==> src/rtl/spi_boot_pkg.sv <==
package spi_boot_pkg;
  localparam int unsigned ADDR_MAX = 4;
  localparam int unsigned WCODE_W  = $clog2(ADDR_MAX);
  localparam logic [7:0]  IDLE_BYTE = 8'hFF;

  typedef enum logic [2:0] {
    ST_IDLE,
    ST_CMD,
    ST_ADDR,
    ST_PROBE,
    ST_DATA
  } boot_st_e;
endpackage

==> src/rtl/spi_sck_gen.sv <==
module spi_sck_gen #(
  parameter int unsigned DIV_W = 8
) (
  input  logic             clk_i,
  input  logic             rst_ni,
  input  logic             en_i,
  input  logic [DIV_W-1:0] div_i,
  output logic             sck_o,
  output logic             rise_o,
  output logic             fall_o
);
  logic [DIV_W-1:0] cnt_q;
  logic             tick;

  assign tick   = en_i && (cnt_q >= div_i);
  assign rise_o = tick && !sck_o;
  assign fall_o = tick && sck_o;

  always_ff @(posedge clk_i or negedge rst_ni) begin
    if (!rst_ni) begin
      cnt_q <= '0;
      sck_o <= 1'b0;
    end else if (!en_i) begin
      cnt_q <= '0;
      sck_o <= 1'b0;
    end else if (tick) begin
      cnt_q <= '0;
      sck_o <= ~sck_o;
    end else begin
      cnt_q <= cnt_q + 1'b1;
    end
  end
endmodule

==> src/rtl/spi_byte_shift.sv <==
module spi_byte_shift #(
  parameter int unsigned BYTE_W = 8
) (
  input  logic              clk_i,
  input  logic              rst_ni,
  input  logic              load_i,
  input  logic [BYTE_W-1:0] load_byte_i,
  input  logic              rise_i,
  input  logic              fall_i,
  input  logic              miso_i,
  output logic              mosi_o,
  output logic [BYTE_W-1:0] rx_o,
  output logic              byte_done_o
);
  localparam int unsigned CNT_W = $clog2(BYTE_W);
  localparam logic [CNT_W-1:0] LAST_BIT = CNT_W'(BYTE_W - 1);

  logic [BYTE_W-1:0] tx_q;
  logic [CNT_W-1:0]  bit_q;

  assign mosi_o      = tx_q[BYTE_W-1];
  assign byte_done_o = fall_i && (bit_q == LAST_BIT);

  always_ff @(posedge clk_i or negedge rst_ni) begin
    if (!rst_ni) begin
      tx_q  <= '0;
      bit_q <= '0;
    end else if (load_i) begin
      tx_q  <= load_byte_i;
      bit_q <= '0;
    end else if (fall_i) begin
      tx_q  <= {tx_q[BYTE_W-2:0], 1'b0};
      bit_q <= bit_q + 1'b1;
    end
  end

  always_ff @(posedge clk_i or negedge rst_ni) begin
    if (!rst_ni)     rx_o <= '0;
    else if (rise_i) rx_o <= {rx_o[BYTE_W-2:0], miso_i};
  end
endmodule

==> src/rtl/spi_boot_probe.sv <==
module spi_boot_probe
  import spi_boot_pkg::*;
#(
  parameter int unsigned DIV_W   = 8,
  parameter logic [7:0]  DIV_RST = 8'h85,
  parameter int unsigned LEN_W   = 16,
  parameter logic [7:0]  CMD_RD  = 8'h03
) (
  input  logic             clk_i,
  input  logic             rst_ni,
  input  logic             start_i,
  input  logic             div_we_i,
  input  logic [DIV_W-1:0] div_i,
  input  logic [LEN_W-1:0] len_i,
  input  logic             miso_i,
  output logic             sck_o,
  output logic             mosi_o,
  output logic             cs_no,
  output logic [1:0]       width_o,
  output logic [7:0]       data_o,
  output logic             data_valid_o,
  output logic             done_o,
  output logic             err_o
);
  localparam logic [WCODE_W-1:0] LAST_PROBE = WCODE_W'(ADDR_MAX - 1);

  boot_st_e st_q, st_d;
  logic [DIV_W-1:0]   div_q;
  logic [LEN_W-1:0]   left_q;
  logic [WCODE_W-1:0] probe_q, width_q;
  logic [7:0]         data_q, rx, ld_byte;
  logic valid_q, done_q, err_q;
  logic rise, fall, byte_done, ld, emit, fin_ok, fin_err, last, idle, hit;

  assign idle    = (st_q == ST_IDLE);
  assign last    = (left_q == LEN_W'(1));
  assign hit     = (rx != IDLE_BYTE);
  assign ld_byte = idle ? CMD_RD : 8'h00;

  spi_sck_gen #(.DIV_W(DIV_W)) u_sck (
    .clk_i (clk_i), .rst_ni (rst_ni), .en_i (!idle), .div_i (div_q),
    .sck_o (sck_o), .rise_o (rise), .fall_o (fall)
  );

  spi_byte_shift #(.BYTE_W(8)) u_shift (
    .clk_i (clk_i), .rst_ni (rst_ni), .load_i (ld), .load_byte_i (ld_byte),
    .rise_i (rise), .fall_i (fall), .miso_i (miso_i),
    .mosi_o (mosi_o), .rx_o (rx), .byte_done_o (byte_done)
  );

  always_comb begin
    st_d    = st_q;
    ld      = 1'b0;
    emit    = 1'b0;
    fin_ok  = 1'b0;
    fin_err = 1'b0;
    unique case (st_q)
      ST_IDLE:  if (start_i) begin st_d = ST_CMD; ld = 1'b1; end
      ST_CMD:   if (byte_done) begin st_d = ST_ADDR; ld = 1'b1; end
      ST_ADDR:  if (byte_done) begin st_d = ST_PROBE; ld = 1'b1; end
      ST_PROBE: if (byte_done) begin
        if (hit) begin
          emit = 1'b1;
          if (last) begin st_d = ST_IDLE; fin_ok = 1'b1; end
          else begin st_d = ST_DATA; ld = 1'b1; end
        end else if (probe_q == LAST_PROBE) begin
          st_d    = ST_IDLE;
          fin_err = 1'b1;
        end else begin
          ld = 1'b1;
        end
      end
      ST_DATA:  if (byte_done) begin
        emit = 1'b1;
        if (last) begin st_d = ST_IDLE; fin_ok = 1'b1; end
        else ld = 1'b1;
      end
      default:  st_d = ST_IDLE;
    endcase
  end

  always_ff @(posedge clk_i or negedge rst_ni) begin
    if (!rst_ni) begin
      st_q    <= ST_IDLE;
      div_q   <= DIV_RST;
      left_q  <= '0;
      probe_q <= '0;
      width_q <= '0;
      data_q  <= '0;
      valid_q <= 1'b0;
      done_q  <= 1'b0;
      err_q   <= 1'b0;
    end else begin
      st_q    <= st_d;
      valid_q <= emit;
      if (idle && div_we_i) div_q <= div_i;
      if (idle && start_i) begin
        left_q  <= (len_i == '0) ? LEN_W'(1) : len_i;
        probe_q <= '0;
        width_q <= '0;
        done_q  <= 1'b0;
        err_q   <= 1'b0;
      end
      if (st_q == ST_PROBE && byte_done && !hit && probe_q != LAST_PROBE)
        probe_q <= probe_q + 1'b1;
      if (emit) begin
        data_q <= rx;
        left_q <= left_q - 1'b1;
        if (st_q == ST_PROBE) width_q <= probe_q;
      end
      if (fin_ok)  done_q <= 1'b1;
      if (fin_err) err_q  <= 1'b1;
    end
  end

  assign cs_no        = idle;
  assign width_o      = 2'(width_q);
  assign data_o       = data_q;
  assign data_valid_o = valid_q;
  assign done_o       = done_q;
  assign err_o        = err_q;
endmodule

==> config.mk <==
export PLATFORM = sky130hd
export DESIGN_NAME = spi_boot_probe
export DESIGN_NICKNAME = d
export VERILOG_FILES = /design/src/rtl/spi_boot_pkg.sv /design/src/rtl/spi_sck_gen.sv /design/src/rtl/spi_byte_shift.sv /design/src/rtl/spi_boot_probe.sv
export SDC_FILE = /design/constraint.sdc
export NUM_CORES = 1
export LEC_CHECK = 0
export BUFFER_PORTS_ARGS = -buffer_cell sky130_fd_sc_hd__buf_2
export CORE_MARGIN = 4
export CORE_UTILIZATION = 34
export DETAILED_ROUTE_END_ITERATION = 16
export GPL_TIMING_DRIVEN = 0
export SYNTH_ARGS = -nofsm -noshare
export SYNTH_HDL_FRONTEND = slang
export SYNTH_SLANG_ARGS = --single-unit
==> constraint.sdc <==
create_clock -name clk_i -period 5.3 [get_ports clk_i]
set_input_delay 0.53 -clock clk_i [delete_from_list [all_inputs] [get_ports clk_i]]
set_output_delay 0.53 -clock clk_i [all_outputs]
set_load 0.02 [all_outputs]
* Word level (Yosys, flattened, before mapping)
Cells that the tools add are included.
** Word-level totals
- Flip-flop bits (word level) :: 70
- Output and inout bits :: 16
- Input bits :: 29
** Operators by class
- Magnitude comparators :: 1
- Bitwise gates (word level) :: 1
- Add/sub/neg operators :: 4
- Equal/unequal tests :: 16
- Mux-type cells :: 50
- Reduce and logical (&&, ||, !) cells :: 22
** Operator list (number)
- 16-bit two-way mux :: 3
- 3-bit two-way mux :: 11
- 8-bit two-way mux :: 4
- 1-bit two-way mux :: 22
- 16-bit by 1-bit equality test with 1-bit output (second input constant) :: 1
- 16-bit logical NOT :: 1
- 16-bit by 1-bit subtractor with 16-bit output (second input constant) :: 1
- 3-bit case mux with 5 select lines :: 1
- 2-bit inequality test (second input constant) :: 7
- 2-bit two-way mux :: 6
- 2-bit nonzero test :: 6
- 1-bit logical AND :: 9
- 8-bit by 1-bit adder with 8-bit output (second input constant) :: 1
- 8-bit greater-or-equal comparator :: 1
- 8-bit inequality test (second input constant) :: 1
- 7-bit AND reduction :: 1
- 3-bit by 2-bit equality test with 1-bit output (second input constant) :: 2
- 3-bit equality test (second input constant) :: 2
- 1-bit case mux with 2 select lines :: 2
- 1-bit case mux with 4 select lines :: 1
- 3-bit by 1-bit adder with 3-bit output (second input constant) :: 1
- 3-bit by 1-bit equality test with 1-bit output (second input constant) :: 1
- 1-bit logical NOT :: 3
- 3-bit logical NOT :: 1
- 5 further kinds :: 5

* Depth between registers and ports, before layout
Gate-level depths: netlist of the first run.
- Depth in word-level cells :: 9
- Mapped depth :: 10

* Modules after synthesis
From an unflattened synthesis of the first run, not the netlist that was laid out.
** Unflattened totals
- Cell total of the unflattened synthesis :: 360
- Area, all modules :: 3619.7 um^2
** Modules (own cells, without submodules)
- spi_boot_probe :: instances 1, seq. area each 1054.8 um^2, cells each 227, area an instance 2125.8 um^2
- spi_byte_shift :: instances 1, seq. area each 475.5 um^2, cells each 64, area an instance 810.8 um^2
- spi_sck_gen :: instances 1, seq. area each 225.2 um^2, cells each 69, area an instance 683.2 um^2

* Worst setup path before layout of the first run
Ideal clock, no wire load.
- Kind :: register to register
- From :: reg div_q[7]
- To :: reg left_q[6]
- Data arrival time :: 2278 ps
- Library setup time :: 125 ps
- Cell stages (with the launch flop) :: 9
- Setup slack :: 2898 ps
- Period minus slack after synthesis :: 2402 ps
- Cells stage by stage :: dfstp_2 -> inv_1 -> ha_1 -> nand2_1 -> o21ai_0 -> and2_1 -> o21ai_1 -> nor4_1 -> mux2_2
** Between the ends
- Cells in the longest elaborated chain, start to end :: 7
** RTL lines
- start: declaration :: RTL line spi_boot_probe.sv:28 : logic [DIV_W-1:0] div_q;
- start signal: assignment :: RTL line spi_boot_probe.sv:96 : if (idle && div_we_i) div_q <= div_i;
- 8-bit greater-or-equal comparator * :: RTL line spi_sck_gen.sv:15 : assign tick = en_i && (cnt_q >= div_i);
- 1-bit logical AND * :: RTL line spi_sck_gen.sv:15
- 1-bit logical AND * :: RTL line spi_sck_gen.sv:17 : assign fall_o = tick && sck_o;
- 1-bit logical AND * :: RTL line spi_byte_shift.sv:22 : assign byte_done_o = fall_i && (bit_q == LAST_BIT);
- 1-bit two-way mux, on equally long branches :: RTL line spi_boot_probe.sv:73, spi_boot_probe.sv:61
- 1-bit case mux with 2 select lines * :: RTL line spi_boot_probe.sv:57 : unique case (st_q)
- 16-bit two-way mux / 2-bit nonzero test (equally long branches)
- end signal: assignment :: RTL line spi_boot_probe.sv:98 : left_q <= (len_i == '0) ? LEN_W'(1) : len_i;
- end signal: assignment :: RTL line spi_boot_probe.sv:108 : left_q <= left_q - 1'b1;
- end: declaration :: RTL line spi_boot_probe.sv:29 : logic [LEN_W-1:0] left_q;
Every way passes the cells marked *; elsewhere a longest branch is shown, timed or not.
A chain may end at the register's enable or synchronous reset.

* Worst setup path after layout of the first run
- From :: reg div_q[7]
- To :: reg left_q[0]
Same word-level chain as after synthesis.

==> run_results.csv, run 1 <==
group,metric,value,unit
placement,place_hpwl,5790,µm
yosys,syn_inst,361,
cts,cts.sinks,70,
final_layout,fill_cells,1046,
route,wirelength,8150,µm
yosys,yosysUniqueCellTypes,55,
setup_path,critPathRequiredTime,5550,ps
cts,clk_path_buf_depth,2,
setup_path,timing.rr.end,"left_q[0]",
placement,placedCellCount,541,
timing,setup_tns,0,ps
route,antenna_left,0,
setup_path,ff2ff_setup_slack,2390,ps
cts,hold_buffers,0,
cts,cts_resized,0,
placement,io_buffers,44,
route,via_count,2851,
yosys,synth-xor-area-share,0.0148,
setup_path,worstPathMaxFanout,10,
final_layout,antennaDiodeCount,0,
power,p_sw,0.000642,W
timing,timing.hold.ws,281,ps
power,p_sw_frac,0.351,
power,p_leak,1.95,nW
yosys,async_flop_share,1.00,
setup_path,cp-start-kind,"flop",
yosys,synth_seq_cells,70,
grt,grt-ovfl-total,0,
cts,htree_levels,3,
final_layout,drive_gt1_frac,0.223,
timing,finalMaxSlewViolations,0,
cts,ctsRootBufferMaster,"clkbuf_8",
setup_path,r2r_start,"div_q[7]",
route,wire_per_inst,14.6,µm
timing,period_share,0.550,
yosys,synth-main-ff-cell,"dfrtp_1",
route,vias_per_cell,5.12,
yosys,synthAdderAreaFrac,0.0492,
route,dr.pass1.iters,4,
yosys,synthSimpleGateAreaFrac,0.194,
yosys,synth_mux_area_frac,0.0432,
setup_path,arrival,3160,ps
timing,hold_violations,0,
timing,rsz0062_at_grt,"no",
run_status,status,"finished, final reports clean",
grt,grt_pass1_wl,13800,µm
die,io_pins,45,
run,max_cap_viol_count,0,
cts,cts_tree,"yes",
power,pwr_density_cell,435,nW/µm²
die,die_area,12200,µm²
grt,grtUsageTotal,0.147,
yosys,yosys_warnings,0,
power,p_clk_frac,0.302,
timing,fin_crit,2910,ps
cts,clkLatencyLatePin,360,ps
yosys,seq_area_frac_synth,0.493,
route,first_iter_violations,168,
die,initial_core_util,0.346,
die,core,10300,µm²
final_layout,seq_area,1760,µm²
power,power.internal,0.00119,W
cts,clk_pin_slew_worst_paths,80,ps
power,pwr-share-seq,0.426,
yosys,synth_top_family_by_area,"simple AND/OR/NAND/NOR gates",
grt,grt_pass1_vias,2907,
die,rows,37,
yosys,synth_compound_area_frac,0.168,
placement,gp_congestion,0.811,
final_layout,area_growth_syn_to_layout,18.1,%
setup_path,r2r_cells,9,
cts,cts_buffers,9,
grt,grt_max_degree,71,
final_layout,fin_cells,557,
final_layout,fin_util,0.409,
yosys,syn_area_per_cell,9.86,µm²
power,power_frac_comb,0.272,
grt,grt_antenna_before_repair,0,
hold_path,hold_path_class,"in2async",
setup_path,crit_path_end_kind,"flop",
setup_path,path_class,"reg2reg",
timing,fin_skew,10.0,ps
final_layout,fin_nets,459,
timing,fmax,0.343,GHz
timing,worst_pin_slew,912,ps
cts,post-cts-setup-buffers,0,
yosys,synth_edf_count,0,
route,drc,0,
timing,slew_headroom,0.386,
die,die_x,110,µm
final_layout,multiInputGateArea,1670,µm²
yosys,synth_nets,404,
timing,setup_viol,0,
power,ir_drop,135,µV
yosys,synth_area,3560,µm²
die,die-height,110,µm
==> cells in the mapped netlist (3+ instances only) <==
library cell | number | area share
a211oi_1 | 3 | 0.0063
a21oi_1 | 8 | 0.011
a221o_1 | 3 | 0.0084
a31o_2 | 6 | 0.015
a32o_1 | 9 | 0.025
and2_1 | 4 | 0.0070
buf_2 | 3 | 0.0042
clkbuf_1 | 13 | 0.014
dfrtp_1 | 67 | 0.47
dfstp_2 | 3 | 0.022
ha_1 | 14 | 0.049
inv_1 | 19 | 0.020
mux2_2 | 11 | 0.035
mux2i_1 | 3 | 0.0084
nand2_1 | 68 | 0.072
nand3_1 | 8 | 0.011
nor2_1 | 26 | 0.027
nor3_1 | 10 | 0.014
nor4_1 | 8 | 0.014
o2111ai_1 | 3 | 0.0074
o211ai_1 | 8 | 0.017
o21a_1 | 3 | 0.0063
o21ai_0 | 16 | 0.022
o311ai_0 | 4 | 0.0098
xor2_1 | 5 | 0.012
==> worst max-delay path by stage <==
stage	start	end	slack [ps]	cells after the start
after CTS	div_q[7]	left_q[0]	2340	9
after floorplan	div_q[7]	left_q[6]	2900	8
after global placement	div_q[7]	left_q[0]	2410	9
after global routing	div_q[7]	left_q[12]	2040	10
final	div_q[7]	left_q[0]	2390	9
after detailed placement	div_q[7]	left_q[12]	2370	10
==> sequential cells by signal, summed over array words and instances, names as in the netlist, 2 cells and up <==
name and flops:
probe_q 2, div_q 8, data_o 8, width_o 2
u_sck.cnt_q 8, u_shift.rx_o 8, u_shift.bit_q 3, u_shift.tx_q 8
st_q 3, left_q 16
==> worst max-delay path, cell delays in order (launching register included) <==
cell	delay [ps]
dfstp_2	520
inv_1	50
ha_1	310
a21oi_1	130
o21ai_0	250
and2_1	310
o21ai_1	510
clkbuf_1	420
o22ai_1	140
a21o_1	170
==> cell usage in the layout, fill, tap and decap left out, drive strengths merged, types with 3 or more instances in the layout <==
| cell | instances |
|---|---|
| a21oi | 9 |
| o2111ai | 3 |
| and2 | 5 |
| bufinv | 3 |
| nand2 | 68 |
| a311oi | 3 |
| nor3 | 11 |
| a32o | 9 |
| buf | 47 |
| inv | 23 |
| nand4 | 3 |
| ha | 14 |
| xor2 | 5 |
| nor4 | 9 |
| o21ai | 17 |
| nor2 | 26 |
| a221o | 3 |
| clkbuf | 22 |
| mux2i | 3 |
| o211ai | 8 |
| mux2 | 11 |
| a211oi | 3 |
| dfstp | 3 |
| o21a | 3 |
| a31o | 6 |
| nand3 | 8 |
| dfrtp | 67 |
| o311ai | 4 |
==> stage by stage <==
stage	total power, W	area [µm²]	worst slack [ps]
after global placement	0.00126	3950	2410
after global routing	0.00196	4200	2040
after floorplan	0.00114	3560	2900
final	0.00183	4200	2390
after detailed placement	0.00128	3950	2370
after CTS	0.00184	4200	2340
==> cells by family (layout without fill, tap and decap cells) <==
logic type,after synthesis,count (layout)
multiplexers,14,14
XOR/XNOR,6,6
AND/OR/NAND/NOR,144,144
AO/OA/AOI/OAI,78,78
buffers and inverters,35,95
adder cells (fa/ha/maj),14,14
flip-flops,70,70
==> power groups by stage <==
stage               Combinational [W]  Sequential [W]  Clock, W
global route                 0.000578        0.000797  0.000587
finish                       0.000497        0.000779  0.000552
detailed placement           0.000500        0.000783         0
global placement             0.000484        0.000780         0
CTS                          0.000502        0.000775  0.000564
floorplan                    0.000378        0.000757         0
==> cell type report <==
cell class	instances	share of cell area
Buffer	16	0.0152
Tap cell	136	0.0405
Clock inverter	7	0.0304
Inverter	19	0.0170
Sequential cell	70	0.418
Clock buffer	9	0.0295
Timing Repair Buffer	44	0.0530
Multi-Input combinational cell	256	0.397
==> per-layer routing <==
metal | global-route usage | wire (µm) | vias to the layer above | share of wire
li1 | - | - | 1408 | -
met1 | 0.203 | 4000 | 1379 | 0.49
met2 | 0.221 | 3650 | 45 | 0.45
met3 | 0.0320 | 298 | 19 | 0.037
met4 | 0.0668 | 207 | 0 | 0.025
met5 | 0 | 0 | - | 0
Note: power is estimated with default switching activity, not from simulation.
==> run 2: changes to the inputs <==
==> constraint.sdc (replaced) <==
create_clock -name clk_i -period 2.75 [get_ports clk_i]
set_input_delay 0.275 -clock clk_i [delete_from_list [all_inputs] [get_ports clk_i]]
set_output_delay 0.275 -clock clk_i [all_outputs]
set_load 0.02 [all_outputs]
==> run 2 against run 1 <==
Compared with the run above:
- power increased by 93%
- non-clock buffer count up 1
- cell count rose by 0.18%
- clock skew barely moved
- cell area increased by 0.68%
- worst setup slack worse by 2100 ps
- critical path depth unchanged
==> run_results.csv, run 2 (synthesized netlist as in run 1, its figures left out) <==
group,metric,value,unit
hold_path,hold_path_class,"in2async",
route,wire_per_inst,14.7,µm
timing,fmax,0.399,GHz
timing,finalMaxSlewViolations,0,
final_layout,fill_cells,1044,
grt,grtUsageTotal,0.147,
cts,cts_buffers,9,
timing,fin_crit,2500,ps
timing,timing.hold.ws,25.2,ps
route,antenna_left,0,
final_layout,final_common_cell,"nand2_1",
placement,dpl_cell_area,3950,µm²
setup_path,crit_chain,"inv_1, ha_1, a21oi_1, a21oi_1, o21a_1, o211ai_1, buf_4, nor3b_1, mux2_2",
die,core,10300,µm²
power,finalPower,0.00352,W
cts,clk_pin_slew_worst_paths,80,ps
placement,gp_congestion,0.811,
cts,clk_path_buf_depth,2,
route,via_count,2877,
run_status,status,"finished, final reports clean",
cts,cts.sinks,70,
timing,fin_skew,10.1,ps
cts,cts_tree,"yes",
final_layout,seq_area,1760,µm²
timing,hold_violations,0,
die,die_x,110,µm
route,vias_per_cell,5.16,
setup_path,critPathRequiredTime,3000,ps
placement,place_hpwl,5790,µm
route,first_iter_violations,148,
final_layout,layout_common_cells,"68 x nand2_1, 67 x dfrtp_1, 46 x buf_2",
die,die_area,12200,µm²
route,drc,0,
grt,grt_antenna_before_repair,0,
setup_path,worstPathMaxFanout,5,
route,dr.pass1.iters,4,
final_layout,fin_nets,460,
setup_path,timing.rr.end,"probe_q[1]",
route,wirelength,8180,µm
setup_path,cp_slowest_cell,"dfstp_2",
power,p_leak,1.97,nW
die,rows,37,
timing,setup_viol,0,
grt,grt_pass1_wl,13800,µm
die,io_pins,45,
final_layout,largest-register,"left_q",
timing,rsz0062_at_grt,"no",
die,initial_core_util,0.346,
cts,clkLatencyLatePin,360,ps
timing,worst_pin_slew,930,ps
cts,ctsRootBufferMaster,"clkbuf_8",
setup_path,critPathMaxStageDelay,530,ps
power,pwr_density_cell,833,nW/µm²
final_layout,area_growth_syn_to_layout,18.9,%
timing,setup_tns,0,ps
power,ir_drop,262,µV
setup_path,crit_path_end_kind,"flop",
final_layout,drive_gt1_frac,0.237,
timing,slew_headroom,0.374,
setup_path,cp_num_buf_inv,2,
final_layout,antennaDiodeCount,0,
setup_path,r2r_cells,9,
grt,grt_pass1_vias,2907,
setup_path,cp_common_cell,"a21oi_1",
setup_path,r2r_start,"div_q[2]",
final_layout,largest_register_ffs,16,
placement,io_buffers,44,
run,max_cap_viol_count,0,
setup_path,cpLargestDelayFamily,"compound AO/OA/AOI/OAI gates",
timing,setup_ws,246,ps
setup_path,cp-start-kind,"flop",
setup_path,path_class,"reg2reg",
cts,htree_levels,3,
final_layout,multiInputGateArea,1690,µm²
cts,hold_buffers,0,
grt,grt-ovfl-total,0,
setup_path,arrival,2760,ps
setup_path,ff2ff_setup_slack,250,ps
grt,grt_max_degree,71,
die,die-height,110,µm
placement,dp_slack,-177,ps
final_layout,design_area,4230,µm²
timing,period_share,0.910,
==> run 2: worst max path at each step <==
stage / start / end / slack (ps) / cells after the start
after floorplan: div_q[7] / left_q[6] / 350 / 8
after global placement: div_q[7] / left_q[0] / -140 / 9
after detailed placement: div_q[7] / left_q[12] / -180 / 10
after CTS: div_q[2] / u_shift.bit_q[1] / 60 / 8
after global routing: div_q[2] / left_q[2] / 70 / 10
final: div_q[2] / probe_q[1] / 250 / 9
==> run 2: area by class of cell <==
type | instances | area share
inverters | 19 | 0.0168
well taps | 136 | 0.0402
multi-input cells | 256 | 0.398
repair buffers | 46 | 0.0562
flip-flops and latches | 70 | 0.415
plain buffers | 15 | 0.0145
clock buffers | 9 | 0.0293
clock inverters | 7 | 0.0302
==> run 2: where the power goes <==
part	total, W	switching [W]	internal [W]
clock network	0.00106	0.000445	0.000618
registers	0.00150	0.000226	0.00127
logic	0.000962	0.000567	0.000395
==> run 2: repair_timing <==
action / CTS / global route
hold endpoints to repair: 0 / 0
pin swaps: 0 / 1
gates resized for setup: 2 / 5
buffers inserted: 0 / 2
setup endpoints to repair: 22 / 26
==> run 2: metal layers <==
layer | wire [µm] | share of wire | global-route usage
met1 | 3980 | 0.49 | 0.203
met2 | 3670 | 0.45 | 0.221
met3 | 326 | 0.040 | 0.0320
met4 | 206 | 0.025 | 0.0668
met5 | 0 | 0 | 0
==> run 2: per-stage QoR <==
step	std cells	utilization
after floorplan	361	-
after detailed placement	541	0.385
after global placement	541	0.384
after global routing	558	0.412
final	558	0.412
after CTS	557	0.409
